**src/rtl/fcc_pkg.sv**
```systemverilog
package fcc_pkg;
  localparam int DATA_W = 16;
  localparam int ADDR_W = 3;

  typedef enum logic [ADDR_W-1:0] {
    REG_DIV  = 3'd0,
    REG_STAT = 3'd1,
    REG_IDX  = 3'd2,
    REG_DATA = 3'd3
  } reg_addr_e;

  localparam int STAT_DONE = 7;
  localparam int STAT_ACC  = 5;
  localparam int STAT_PV   = 4;

  localparam logic [7:0] CMD_PROG_WORD = 8'h01;
  localparam logic [7:0] CMD_ERS_SECT  = 8'h02;
  localparam logic [7:0] CMD_ERS_ALL   = 8'h03;

  function automatic logic cmd_supported(input logic [7:0] code);
    return (code == CMD_PROG_WORD) || (code == CMD_ERS_SECT) || (code == CMD_ERS_ALL);
  endfunction
endpackage

```
**src/rtl/fcc_param_buf.sv**
```systemverilog
module fcc_param_buf #(
  parameter int WORDS = 6,
  parameter int W     = 16,
  parameter int IW    = $clog2(WORDS)
) (
  input  logic          clk_i,
  input  logic          rst_ni,
  input  logic          idx_we_i,
  input  logic [IW-1:0] idx_d_i,
  input  logic          data_we_i,
  input  logic [W-1:0]  data_d_i,
  output logic [IW-1:0] idx_o,
  output logic [W-1:0]  rdata_o,
  output logic [7:0]    cmd_o
);
  logic [IW-1:0] idx_q;
  logic [W-1:0]  mem_q [WORDS];

  always_ff @(posedge clk_i or negedge rst_ni) begin
    if (!rst_ni) begin
      idx_q <= '0;
      for (int i = 0; i < WORDS; i++) mem_q[i] <= '0;
    end else begin
      if (idx_we_i) idx_q <= idx_d_i;
      for (int i = 0; i < WORDS; i++)
        if (data_we_i && (int'(idx_q) == i)) mem_q[i] <= data_d_i;
    end
  end

  always_comb begin
    rdata_o = '0;
    for (int i = 0; i < WORDS; i++)
      if (int'(idx_q) == i) rdata_o = mem_q[i];
  end

  assign idx_o = idx_q;
  assign cmd_o = mem_q[0][W-1 -: 8];

  // the index never points past the last word
  a_r12_idx_in_range: assert property (@(posedge clk_i) disable iff (!rst_ni)
    int'(idx_q) < WORDS);
endmodule

```
**src/rtl/fcc_exec_timer.sv**
```systemverilog
module fcc_exec_timer #(
  parameter int DIV_W      = 7,
  parameter int BUSY_TICKS = 4,
  parameter int REM_W      = $clog2(BUSY_TICKS + 1)
) (
  input  logic             clk_i,
  input  logic             rst_ni,
  input  logic             start_i,
  input  logic [DIV_W-1:0] div_i,
  output logic             busy_o,
  output logic             done_o
);
  typedef enum logic {ST_IDLE, ST_RUN} state_e;

  state_e           state_q;
  logic [DIV_W-1:0] pre_q;
  logic [REM_W-1:0] rem_q;
  logic             done_q;

  always_ff @(posedge clk_i or negedge rst_ni) begin
    if (!rst_ni) begin
      state_q <= ST_IDLE;
      pre_q   <= '0;
      rem_q   <= '0;
      done_q  <= 1'b0;
    end else begin
      done_q <= 1'b0;
      case (state_q)
        ST_IDLE: if (start_i) begin
          state_q <= ST_RUN;
          pre_q   <= '0;
          rem_q   <= REM_W'(BUSY_TICKS);
        end
        ST_RUN: begin
          if (pre_q == div_i) begin
            pre_q <= '0;
            // one time-base tick elapsed
            if (rem_q == REM_W'(1)) begin
              state_q <= ST_IDLE;
              done_q  <= 1'b1;
            end else begin
              rem_q <= rem_q - 1'b1;
            end
          end else begin
            pre_q <= pre_q + 1'b1;
          end
        end
        default: state_q <= ST_IDLE;
      endcase
    end
  end

  assign busy_o = (state_q == ST_RUN);
  assign done_o = done_q;

  // a start only arrives while idle
  a_r9_start_only_idle: assert property (@(posedge clk_i) disable iff (!rst_ni)
    start_i |-> !busy_o);
  // completion follows a busy period
  a_r10_done_after_busy: assert property (@(posedge clk_i) disable iff (!rst_ni)
    done_o |-> ($past(busy_o) && !busy_o));
endmodule

```
**src/rtl/flash_cmd_ctrl.sv**
```systemverilog
module flash_cmd_ctrl
  import fcc_pkg::*;
#(
  parameter int DIV_W      = 7,
  parameter int BUSY_TICKS = 4,
  parameter int BUF_WORDS  = 6,
  parameter bit IRQ_EN     = 1'b1
) (
  input  logic              clk_i,
  input  logic              rst_ni,
  input  logic              reg_we_i,
  input  logic [ADDR_W-1:0] reg_addr_i,
  input  logic [DATA_W-1:0] reg_wdata_i,
  output logic [DATA_W-1:0] reg_rdata_o,
  input  logic              clk_slow_i,
  input  logic              prot_viol_i,
  output logic              irq_o
);
  localparam int IW = $clog2(BUF_WORDS);

  logic [DIV_W-1:0]  div_q;
  logic              div_ld_q, acc_q, pv_q;
  logic              busy, done, done_flag;
  logic              we_div, we_stat, we_idx, we_data;
  logic              launch, acc_cause, start;
  logic [IW-1:0]     buf_idx;
  logic [DATA_W-1:0] buf_rdata;
  logic [7:0]        cmd_code;

  assign done_flag = !busy;
  assign we_div  = reg_we_i && (reg_addr_i == REG_DIV)  && !busy;
  assign we_stat = reg_we_i && (reg_addr_i == REG_STAT);
  assign we_idx  = reg_we_i && (reg_addr_i == REG_IDX)  && !busy
                   && (reg_wdata_i < DATA_W'(BUF_WORDS));
  assign we_data = reg_we_i && (reg_addr_i == REG_DATA) && !busy;

  // gate uses flag values from before this write
  assign launch    = we_stat && reg_wdata_i[STAT_DONE] && !busy && !acc_q && !pv_q;
  assign acc_cause = !div_ld_q || clk_slow_i || !cmd_supported(cmd_code);
  assign start     = launch && !acc_cause && !prot_viol_i;

  always_ff @(posedge clk_i or negedge rst_ni) begin
    if (!rst_ni) begin
      div_q    <= '0;
      div_ld_q <= 1'b0;
      acc_q    <= 1'b0;
      pv_q     <= 1'b0;
    end else begin
      if (we_div) begin
        div_q    <= reg_wdata_i[DIV_W-1:0];
        div_ld_q <= 1'b1;
      end
      if (launch && acc_cause)                      acc_q <= 1'b1;
      else if (we_stat && reg_wdata_i[STAT_ACC])    acc_q <= 1'b0;
      if (launch && !acc_cause && prot_viol_i)      pv_q  <= 1'b1;
      else if (we_stat && reg_wdata_i[STAT_PV])     pv_q  <= 1'b0;
    end
  end

  fcc_param_buf #(.WORDS(BUF_WORDS), .W(DATA_W), .IW(IW)) u_buf (
    .clk_i     (clk_i),
    .rst_ni    (rst_ni),
    .idx_we_i  (we_idx),
    .idx_d_i   (reg_wdata_i[IW-1:0]),
    .data_we_i (we_data),
    .data_d_i  (reg_wdata_i),
    .idx_o     (buf_idx),
    .rdata_o   (buf_rdata),
    .cmd_o     (cmd_code)
  );

  fcc_exec_timer #(.DIV_W(DIV_W), .BUSY_TICKS(BUSY_TICKS)) u_timer (
    .clk_i   (clk_i),
    .rst_ni  (rst_ni),
    .start_i (start),
    .div_i   (div_q),
    .busy_o  (busy),
    .done_o  (done)
  );

  always_comb begin
    reg_rdata_o = '0;
    case (reg_addr_i)
      REG_DIV: begin
        reg_rdata_o[DIV_W-1:0] = div_q;
        reg_rdata_o[7]         = div_ld_q;
      end
      REG_STAT: begin
        reg_rdata_o[STAT_DONE] = done_flag;
        reg_rdata_o[STAT_ACC]  = acc_q;
        reg_rdata_o[STAT_PV]   = pv_q;
      end
      REG_IDX:  reg_rdata_o = DATA_W'(buf_idx);
      REG_DATA: reg_rdata_o = buf_rdata;
      default:  reg_rdata_o = '0;
    endcase
  end

  generate
    if (IRQ_EN) begin : g_irq
      assign irq_o = done;
    end else begin : g_no_irq
      assign irq_o = 1'b0;
    end
  endgenerate

  // a command only starts once the divider is loaded
  a_r3_start_needs_div: assert property (@(posedge clk_i) disable iff (!rst_ni)
    $fell(done_flag) |-> $past(div_ld_q));
  // slow clock blocks execution
  a_r4_slow_blocks: assert property (@(posedge clk_i) disable iff (!rst_ni)
    $fell(done_flag) |-> !$past(clk_slow_i));
  // no start with an error flag pending
  a_r7_flags_clear: assert property (@(posedge clk_i) disable iff (!rst_ni)
    $fell(done_flag) |-> (!$past(acc_q) && !$past(pv_q)));
  // protection violation blocks execution
  a_r6_prot_blocks: assert property (@(posedge clk_i) disable iff (!rst_ni)
    $fell(done_flag) |-> !$past(prot_viol_i));
  // buffer state frozen across a write while busy
  a_r11_buf_frozen: assert property (@(posedge clk_i) disable iff (!rst_ni)
    (reg_we_i && busy && (reg_addr_i == REG_IDX || reg_addr_i == REG_DATA))
      |=> ($stable(buf_idx) && $stable(buf_rdata)));
  // single-cycle interrupt, only when idle
  a_r10_irq_pulse: assert property (@(posedge clk_i) disable iff (!rst_ni)
    irq_o |=> !irq_o);
  a_r10_irq_idle: assert property (@(posedge clk_i) disable iff (!rst_ni)
    irq_o |-> done_flag);
endmodule

```
**config.mk**
```make
export PLATFORM = sky130hd
export DESIGN_NAME = flash_cmd_ctrl
export DESIGN_NICKNAME = d
export VERILOG_FILES = /design/src/rtl/fcc_pkg.sv /design/src/rtl/fcc_param_buf.sv /design/src/rtl/fcc_exec_timer.sv /design/src/rtl/flash_cmd_ctrl.sv
export SDC_FILE = /design/constraint.sdc
export NUM_CORES = 1
export LEC_CHECK = 0
export BUFFER_PORTS_ARGS = -buffer_cell sky130_fd_sc_hd__buf_2
export CAP_MARGIN = 20
export CORE_ASPECT_RATIO = 0.7
export CORE_UTILIZATION = 35
export DETAILED_ROUTE_END_ITERATION = 16
export PLACE_DENSITY = 0.58
export SLEW_MARGIN = 10
export SYNTH_ARGS = -nofsm -noshare
export SYNTH_HDL_FRONTEND = slang
export SYNTH_SLANG_ARGS = --single-unit
```
**constraint.sdc**
```tcl
create_clock -name clk_i -period 2 [get_ports clk_i]
set_input_delay 0.1 -clock clk_i [delete_from_list [all_inputs] [get_ports clk_i]]
set_output_delay 0.1 -clock clk_i [all_outputs]
set_load 0.1 [all_outputs]
```
After elaboration in Yosys (flattened, before gate mapping)
Cells that the tools add are included.
{ "word_totals": {"rom_bits": 0, "wordCells": 104, "inputBits": 24, "mem_count": 0, "latch_bits": 0, "reg_bits": 121, "ramBits": 0} }
{ "classes": {"n_reduce_logical": 40, "mul": 0, "n_eq_ne": 16, "n_bitwise": 1, "n_div": 0, "add_sub_neg": 2, "mux": 29, "shift": 0, "order_cmp": 1} }
{ "op_table": {"columns": ["op", "n"], "rows": [
  ["$mux 16", 6],
  ["$logic_and 1x1->1", 24],
  ["$eq 8x2->1 const B", 2],
  ["$lt 16x3->1 const B", 1],
  ["$mux 7", 2],
  ["$pmux 7 s2", 1],
  ["$eq 3x3->1 const B", 4],
  ["$pmux 4 s3", 1],
  ["$mux 1", 10],
  ["$eq 3x2->1 const B", 3],
  ["$mux 3", 3],
  ["$eq 8x1->1 const B", 1],
  ["$mux 8", 1],
  ["$add 7x1->7 const B", 1],
  ["$eq 7x7->1", 1],
  ["$logic_not 1->1", 7],
  ["$eq 3x1->1 const B", 2],
  ["$logic_not 3->1", 2],
  ["$ne 2x2->1 const B", 3],
  ["$pmux 2 s3", 1],
  ["$pmux 3 s2", 1],
  ["$logic_or 1x1->1", 4],
  ["$pmux 1 s2", 2],
  ["$reduce_bool 2->1", 2],
  ["other kinds (4)", 4]
]} }

Logic depth before layout (Yosys ltp)
Gate-level depths: netlist of run 1.
{ "depth": {"ltp_word": 10, "ltp_mapped": 8, "mapped_depth_nobuf": 5} }

By module
A second synthesis of run 1 with hierarchy kept.
{ "unflattened": {"hier_cells": 473, "area_unflattened_um2": 6206.0} }
{ "modules_own_cells": {"columns": ["module", "seq_area_each_um2", "cells_per_inst", "area_each_um2", "instances"], "rows": [
  ["fcc_param_buf", 2477.4, 315, 4657.0, 1],
  ["fcc_exec_timer", 300.3, 77, 793.3, 1],
  ["flash_cmd_ctrl", 250.2, 81, 755.7, 1]
]} }

Least setup slack after synthesis of run 1
No wires, ideal clock.
{ "synth_path": {"kind": "register to output", "from": "register u_buf.idx_q[0] (netlist: u_buf.idx_o[0])", "to": "output port reg_rdata_o[3]", "t_arrival_ps": 2913, "stages_incl_launch_ff": 8, "path_buffers": 3, "path_slack_ps": -1013, "cell_sequence": "dfrtp_1 -> buf_2 -> buf_2 -> clkbuf_1 -> mux2i_1 -> o32ai_1 -> a21oi_1 -> o22ai_1"} }
{ "synth_via": {"elab_chain_len": 8, "word_cells_on_any_way": 13, "classes_between": "eq/ne (5); mux (7); reduce/logical (1)"} }
{ "synth_lines": {"columns": ["element", "line_no", "rtl"], "rows": [
  ["start, declared", "fcc_param_buf.sv:16", "logic [IW-1:0] idx_q;"],
  ["start signal, assigned", "fcc_param_buf.sv:24", "if (idx_we_i) idx_q <= idx_d_i;"],
  ["$logic_not 3->1", "fcc_param_buf.sv:33", "if (int'(idx_q) == i) rdata_o = mem_q[i];"],
  ["$mux 16 (5 in a row)", "fcc_param_buf.sv:33", null],
  ["$mux 16 (*)", "fcc_param_buf.sv:33", null],
  ["$pmux 4 s3 (*)", "flash_cmd_ctrl.sv:83", "case (reg_addr_i)"],
  ["end, declared", "flash_cmd_ctrl.sv:14", "output logic [DATA_W-1:0] reg_rdata_o,"]
]} }
Every way passes the cells marked *; elsewhere a longest branch is shown, timed or not.

Worst setup path in the final report of run 1
{ "layout_path": {"from": "register u_buf.idx_q[0] (netlist: u_buf.idx_o[0])", "to": "output port reg_rdata_o[6]"} }
{ "layout_via": {"elab_chain_len": 8, "word_cells_on_any_way": 13, "classes_between": "eq/ne (5); mux (7); reduce/logical (1)"} }
{ "layout_lines": {"columns": ["element", "line_no"], "rows": [
  ["$logic_not 3->1", "fcc_param_buf.sv:33"],
  ["$mux 16 (5 in a row)", "fcc_param_buf.sv:33"],
  ["$mux 16 (*)", "fcc_param_buf.sv:33"],
  ["$pmux 1 s2 (*)", "flash_cmd_ctrl.sv:83"]
]} }
Marks and branches as above.

==> flow_summary.json, run 1 <==
{
  "status": "finished, violations left",
  "failed_checks": "negative setup slack",
  "power_mw": 7.130,
  "cp_cell_sequence": "buf_12, nand3b_1, buf_4, nand2_1, o22ai_4, buf_12",
  "maxSlewViolCount": 0,
  "yosys.area.top_type": "dfrtp_1",
  "ys_seq_area_share_pct": 50.71,
  "required_ns": 1.90,
  "setup_violations": 30,
  "cell_internal_pwr_mw": 5.149,
  "cpPeakStageDelay_ns": 0.44,
  "hpwl_um": 10850,
  "dpl.cell_count": 750,
  "reg2reg_depth": 5,
  "num_antenna_cells": 0,
  "cts_tree": "yes",
  "clock_sinks": 121,
  "place_ws_ns": 0.1134,
  "pwr-share-clk_pct": 42.0,
  "drive_gt1_share_pct": 50.79,
  "sw_frac_of_total_pct": 27.78,
  "slew_headroom_pct": 66.47,
  "power.switching_mw": 1.981,
  "async_flop_share_pct": 100.0,
  "ant_nets": 0,
  "hold_class": "in -> reg",
  "worst_slew_pin_slew_ns": 0.5029,
  "core-area_mm2": 0.01649,
  "synthToLayoutAreaGrowth_pct": 33.93,
  "start_util_pct": 36.20,
  "max_freq_ghz": 0.4866,
  "drt_iter0_markers": 324,
  "clk_latency_ns": 0.41,
  "drt-wirelength-per-cell_um": 20.39,
  "combPwrFrac_pct": 18.0,
  "synthTopCellsByArea": "dfrtp_1, mux2_2, mux2i_1",
  "synthFlopType": "dfrtp_1",
  "setup_ws_ns": -0.05529,
  "grt_max_degree": 53,
  "grt_pass1_wl_um": 26120,
  "drc": 0,
  "grt_pass1_vias": 4479,
  "arrival_ns": 1.96,
  "synth-seq-cells": 121,
  "avgSynthCellArea_um2": 12.52,
  "place.gp.congestion": 0.8508,
  "p_seq_share_pct": 40.0,
  "nFillCells": 1477,
  "cts-root-buf": "clkbuf_16",
  "timing.final.crit_share_pct": 102.8,
  "io_buffer_count": 40,
  "hold_depth": 2,
  "cpMostUsedCell": "buf_12",
  "path_class": "reg -> out",
  "nNetsFinal": 587,
  "cp_slowest_cell": "dfrtp_2",
  "critPathMaxFanout": 8,
  "vdd_drop_max_mv": 0.5239,
  "fp.dieArea_mm2": 0.01759,
  "die_w_um": 158.1,
  "vias": 4263,
  "io_pins": 41,
  "syn_nets": 504,
  "maxCapViolations": 0,
  "track_usage_pct": 19.98,
  "yosysTopAreaCellShare_pct": 50.71,
  "dr.pass1.iters": 4,
  "clkTransAtPathRegs_ns": 0.05,
  "syn-instance-count": 477,
  "ys_types": 52,
  "h-tree-depth": 4,
  "cts_buffers": 17,
  "synth_warnings": 0,
  "gr-total-overflow": 0,
  "rsz0062_at_grt": "yes",
  "routed_wl_um": 16230,
  "finalNonFillerCells": 796,
  "die_h_um": 111.3,
  "p_leak_nw": 3.641,
  "num_rows": 39,
  "p_per_area_mw_per_mm2": 891.6,
  "hold_violations": 0,
  "vias_per_cell": 5.356,
  "synth_edf_count": 0,
  "fin_crit_ns": 2.055,
  "cts_buffer_depth": 2,
  "skew_ns": 0.01112,
  "setup.worst_path.end_class": "output pin",
  "antenna_found_initial": 0,
  "critical_path.startpoint_type": "register",
  "syn_area_mm2": 0.005971
}
[cells in the mapped netlist (3+ instances only)]
master    count
nor2_1       17
nand2_1      15
o211ai_1      3
or2_2         3
nor3_1        6
o21ai_0      21
a21oi_1      13
dfrtp_1     121
nor4_1        6
nand2b_1      3
mux2i_1      18
o22ai_1      16
mux2_4       10
xnor2_1       8
clkbuf_1     13
mux2_2      108
o22a_1        6
o221a_2       8
inv_1        11
ha_1          3
nand3_1       4
buf_2        10
a22oi_1      10
[area by class of cell]
type / instances / area (um^2) / share of cell area [%]
Clock buffer: 22 / 484.2 / 6.055
Sequential cell: 121 / 3032 / 37.91
Inverter: 11 / 41.29 / 0.5164
Timing Repair Buffer: 94 / 1016 / 12.71
Tap cell: 225 / 281.5 / 3.521
Clock inverter: 8 / 95.09 / 1.189
Multi-Input combinational cell: 315 / 3047 / 38.10
[final timing paths]
path	slack, ns	start	endpoint
max	-0.06	u_buf.idx_o[0]	reg_rdata_o[6]
min	0.03	reg_wdata_i[11]	u_buf.mem_q[75]
max reg2reg	-0.04	u_buf.idx_o[0]	u_buf.mem_q[69]
min reg2reg	0.50	u_buf.mem_q[62]	u_buf.mem_q[62]
max in group asynchronous	1.12	rst_ni	u_buf.mem_q[62]
min in group asynchronous	0.19	rst_ni	u_timer.pre_q[2]
[per-stage QoR]
stage | TNS (ns) | util, % | hold WS [ns] | area [um^2]
final | -0.8996 | 48.48 | 0.02876 | 7996
after global routing | -2.847 | 48.48 | 0.03161 | 7996
after CTS | -0.7813 | 48.17 | 0.01821 | 7945
after detailed placement | 0 | 41.83 | 0.09607 | 6899
after global placement | 0 | 41.83 | 0.08752 | 6899
after floorplan | 0 | - | -0.1956 | 6085
[registers in the layout (all words and copies together), names as in the netlist, 3 cells and up]
signal,cells
u_timer.pre_q,7
u_buf.idx_o,3
u_timer.rem_q,3
u_buf.mem_q,88
u_buf.cmd_o,8
div_q,7
[power groups by stage]
stage / combinational [mW] / clock [mW] / sequential (mW)
3_5_place_dp: 1.20 / 0 / 2.88
5_1_grt: 1.39 / 3.17 / 2.88
4_1_cts: 1.28 / 3.04 / 2.85
6_report: 1.28 / 2.99 / 2.85
3_3_place_gp: 1.17 / 0 / 2.87
2_1_floorplan: 0.837 / 0 / 2.80
[kinds of logic (layout without fill, tap and decap cells)]
group,Yosys count,count (layout),synth area share [%]
buffers and inverters,41,135,3.353
DFF,121,121,50.71
xor gates and xnor gates,8,8,1.174
AOI/OAI and AO/OA,94,94,11.06
adders and majority gates,3,3,0.6287
muxes,138,138,26.28
and+or+nand+nor,72,72,6.790
[worst max-delay path: cells and delay by family, from the launching register on]
family,cells,cell delay [ns]
buf+inv,3,0.57
flops,1,0.44
simple gates,2,0.35
compound gates,1,0.18
[layer usage]
metal	vias to the layer above	wire [um]	share of wire [%]	GRT usage, %
li1	1952	-	-	-
met1	2204	8055	50	30.30
met2	99	7125	44	27.92
met3	8	921	5.7	5.043
met4	0	125	0.77	5.000
met5	-	0	0	0
[cells in the final DEF, fill, tap and decap left out, types with 6 or more instances in the layout]
cell type  count
clkbuf_16     17
o21ai_0       13
o22ai_4        8
dfrtp_1      118
nor3_1         6
mux2_4        18
a21oi_1       12
buf_2         23
inv_1         11
nor4_1         6
o21ai_1        6
buf_4         35
xnor2_1        8
buf_12        24
mux2i_1       17
nor2_1        15
a22oi_2       10
buf_6          8
o22a_1         6
mux2_2       100
nand2_1       15
[timing repair]
item                                   CTS  global route
pin swaps                               18             7
setup endpoints to repair               16            55
gates resized for setup                 80            15
setup buffers                           12             0
hold buffers                             2             0
endpoints found under the hold margin   33             0
cloned                                   2             1
No activity file was read; power rests on OpenSTA's default activity.
==> run 2, diff against run 1 <==
--- a/config.mk
+++ b/config.mk
@@ -5,6 +5,7 @@
 export SDC_FILE = /design/constraint.sdc
 export NUM_CORES = 1
 export LEC_CHECK = 0
+export ABC_AREA = 1
 export BUFFER_PORTS_ARGS = -buffer_cell sky130_fd_sc_hd__buf_2
 export CAP_MARGIN = 20
 export CORE_ASPECT_RATIO = 0.7
==> run 2 against run 1 <==
The run still ends with negative setup slack left. Clock-buffer cell count rose by 1. Sequential share of layout area rose by 2.2 points. Sequential power barely moved. Synthesized cell count rose by 40%. Setup slack got worse by 0.041 ns. Die area fell by 1.0%. Power fell by 5.5%. Synthesized area fell by 1.0%. Via count rose by 14%. Maximum frequency fell by 1.9%. Register-to-register slack improved by 0.21 ns. Highest routed layer unchanged.
==> flow_summary.json, run 2 <==
{
  "status": "finished, violations left",
  "failed_checks": "negative setup slack",
  "num_antenna_cells": 0,
  "hold_violations": 0,
  "slew_headroom_pct": 60.82,
  "vias": 4871,
  "critPathMaxFanout": 8,
  "p_leak_nw": 3.523,
  "final_area_mm2": 0.007557,
  "avgSynthCellArea_um2": 8.871,
  "synth-seq-cells": 121,
  "route.met2.wl_um": 7442,
  "syn-instance-count": 666,
  "rsz0062_at_grt": "yes",
  "grt_pass1_wl_um": 26540,
  "layout_commonest_cell": "nand2_1",
  "gr-total-overflow": 0,
  "required_ns": 1.90,
  "hold_class": "in -> reg",
  "grt_pass1_vias": 4845,
  "synth_edf_count": 0,
  "final_cell_mix": "nand2_1, dfrtp_1, inv_1, o21ai_2, o21ai_1",
  "nNetsFinal": 760,
  "regMostFlops": "u_buf.mem_q",
  "drt-wirelength-per-cell_um": 16.46,
  "setup_violations": 16,
  "maxSlewViolCount": 0,
  "synth_common_cells": "nand2_1, dfrtp_1, inv_1",
  "setup_ws_ns": -0.09614,
  "synthTopCellsByArea": "dfrtp_1, nand2_1, o21ai_2",
  "cp_slowest_cell": "dfrtp_1",
  "cp_cell_sequence": "inv_2, nor3_4, buf_6, buf_8, a21oi_1, a41oi_4, buf_12",
  "maxCapViolations": 0,
  "p_per_area_mw_per_mm2": 891.8,
  "vias_per_cell": 5.022,
  "ys_types": 34,
  "arrival_ns": 2.00,
  "dr.pass1.iters": 5,
  "async_flop_share_pct": 100.0,
  "antenna_found_initial": 0,
  "worst_hold_slack_ns": 0.04192,
  "clkTransAtPathRegs_ns": 0.05,
  "io_pins": 41,
  "drt-met1-wl_um": 7546,
  "io_buffer_count": 40,
  "drc": 0,
  "synth_warnings": 0,
  "critical_path.startpoint_type": "register",
  "largest_reg_flops": 88,
  "die_w_um": 157.3,
  "cts_tree": "yes",
  "yosys.area.top_type": "dfrtp_1",
  "clk_latency_ns": 0.42,
  "setup.worst_path.end_class": "output pin",
  "place_area_mm2": 0.006594,
  "ys_seq_area_share_pct": 51.25,
  "cts_buffers": 17,
  "num_rows": 39,
  "drt_iter0_markers": 524,
  "routed_wl_um": 15970,
  "drive_gt1_share_pct": 27.38,
  "grt_max_degree": 63,
  "fp.dieArea_mm2": 0.01741,
  "syn_nets": 693,
  "track_usage_pct": 20.21,
  "finish.utilization_pct": 46.09,
  "place.gp.congestion": 0.8344,
  "routed.top_layer": "met4",
  "skew_ns": 0.01268,
  "hpwl_um": 10730,
  "path_buf_inv": 4,
  "crit_family": "buffers and inverters",
  "cts-root-buf": "clkbuf_16",
  "core-area_mm2": 0.01640,
  "h-tree-depth": 4,
  "syn_area_mm2": 0.005908,
  "start_util_pct": 36.03,
  "path_class": "reg -> out",
  "synthFlopType": "dfrtp_1",
  "clock_sinks": 121,
  "yosysTopAreaCellShare_pct": 51.25,
  "synth_most_common_cell": "nand2_1",
  "cts_buffer_depth": 2,
  "cpPeakStageDelay_ns": 0.40,
  "ant_nets": 0,
  "timing.final.crit_share_pct": 104.8,
  "die_h_um": 110.7,
  "synthToLayoutAreaGrowth_pct": 27.91,
  "fin_crit_ns": 2.096,
  "vdd_drop_max_mv": 0.6265,
  "worst_slew_pin_slew_ns": 0.5859,
  "max_freq_ghz": 0.4771,
  "route.met3.wl_um": 865
}
## run 2: cell types whose count changed in the layout (fill, tap and decap cells not counted), moves of 17 or more
| cell | delta |
|---|---|
| nand2_1 | +175 |
| mux2_2 | -100 |
| o21ai_2 | +49 |
| o21ai_1 | +45 |
| inv_1 | +43 |
| mux2_4 | -18 |
| mux2i_1 | -17 |
## run 2: per-layer routing
layer | up-vias | GRT usage (%)
met4 | 0 | 5.955
met2 | 143 | 30.50
met5 | - | 0
li1 | 2349 | -
met3 | 11 | 4.613
met1 | 2368 | 28.83
## run 2: area by class of cell
type / count / area [um^2]
Timing Repair Buffer: 75 / 832.0
Clock inverter: 8 / 45.04
Fill cell: 1585 / 8838
Tap cell: 225 / 281.5
Sequential cell: 121 / 3029
Inverter: 62 / 240.2
Multi-Input combinational cell: 456 / 2631
Clock buffer: 23 / 498.0
## run 2: logic make-up (layout without fill, tap and decap cells)
family,after synthesis,count (layout),share of synthesized area [%]
simple gates,271,271,20.18
compound gates,177,177,19.17
flops,121,121,51.25
buf+inv,89,168,8.026
xor+xnor,5,5,0.7412
fa+ha+maj,3,3,0.6354
## run 2: repair_timing
| action | CTS | global route |
|---|---|---|
| resized for setup | 78 | 13 |
| endpoints found under the setup margin | 16 | 16 |
| pin swaps | 5 | 10 |
| hold buffers | 2 | 0 |
| hold endpoints to repair | 31 | 0 |
| gates cloned | 0 | 0 |
| setup buffers | 7 | 3 |
## run 2: power breakdown
part           total, mW  internal (mW)  switching, mW
combinational       1.13          0.401          0.730
clock               2.79           1.72           1.07
sequential          2.82           2.65          0.167
total               6.74           4.77           1.97
## run 2: through the flow
stage	total power, mW	setup TNS [ns]	worst slack, ns	std cells
after floorplan	3.583	-0.2557	-0.2557	666
after global placement	3.854	0	0.06215	927
after detailed placement	3.896	0	0.04325	927
after CTS	6.784	-1.573	-0.1228	967
after global routing	7.082	-2.570	-0.1826	970
final	6.740	-1.283	-0.09614	970
## run 2: final timing paths
| kind | cells after the start | startpoint | slack [ns] | to |
|---|---|---|---|---|
| max in group asynchronous | 3 | rst_ni | 1.06 | u_buf.mem_q[8] |
| worst max-delay path | 7 | u_buf.idx_o[0] | -0.1 | reg_rdata_o[15] |
| worst min-delay path | 3 | reg_wdata_i[7] | 0.04 | acc_q |
| min in group asynchronous | 2 | rst_ni | 0.18 | u_timer.pre_q[2] |
| worst max register to register | 8 | u_buf.idx_o[0] | 0.17 | u_buf.mem_q[2] |
| worst min register to register | 2 | u_buf.mem_q[8] | 0.47 | u_buf.mem_q[8] |
## run 2: tightest hold or removal path, delay by kind of cell
family          cells  cell delay [ns]
compound gates      1             0.08
simple gates        1             0.11
buf+inv             1             0.11
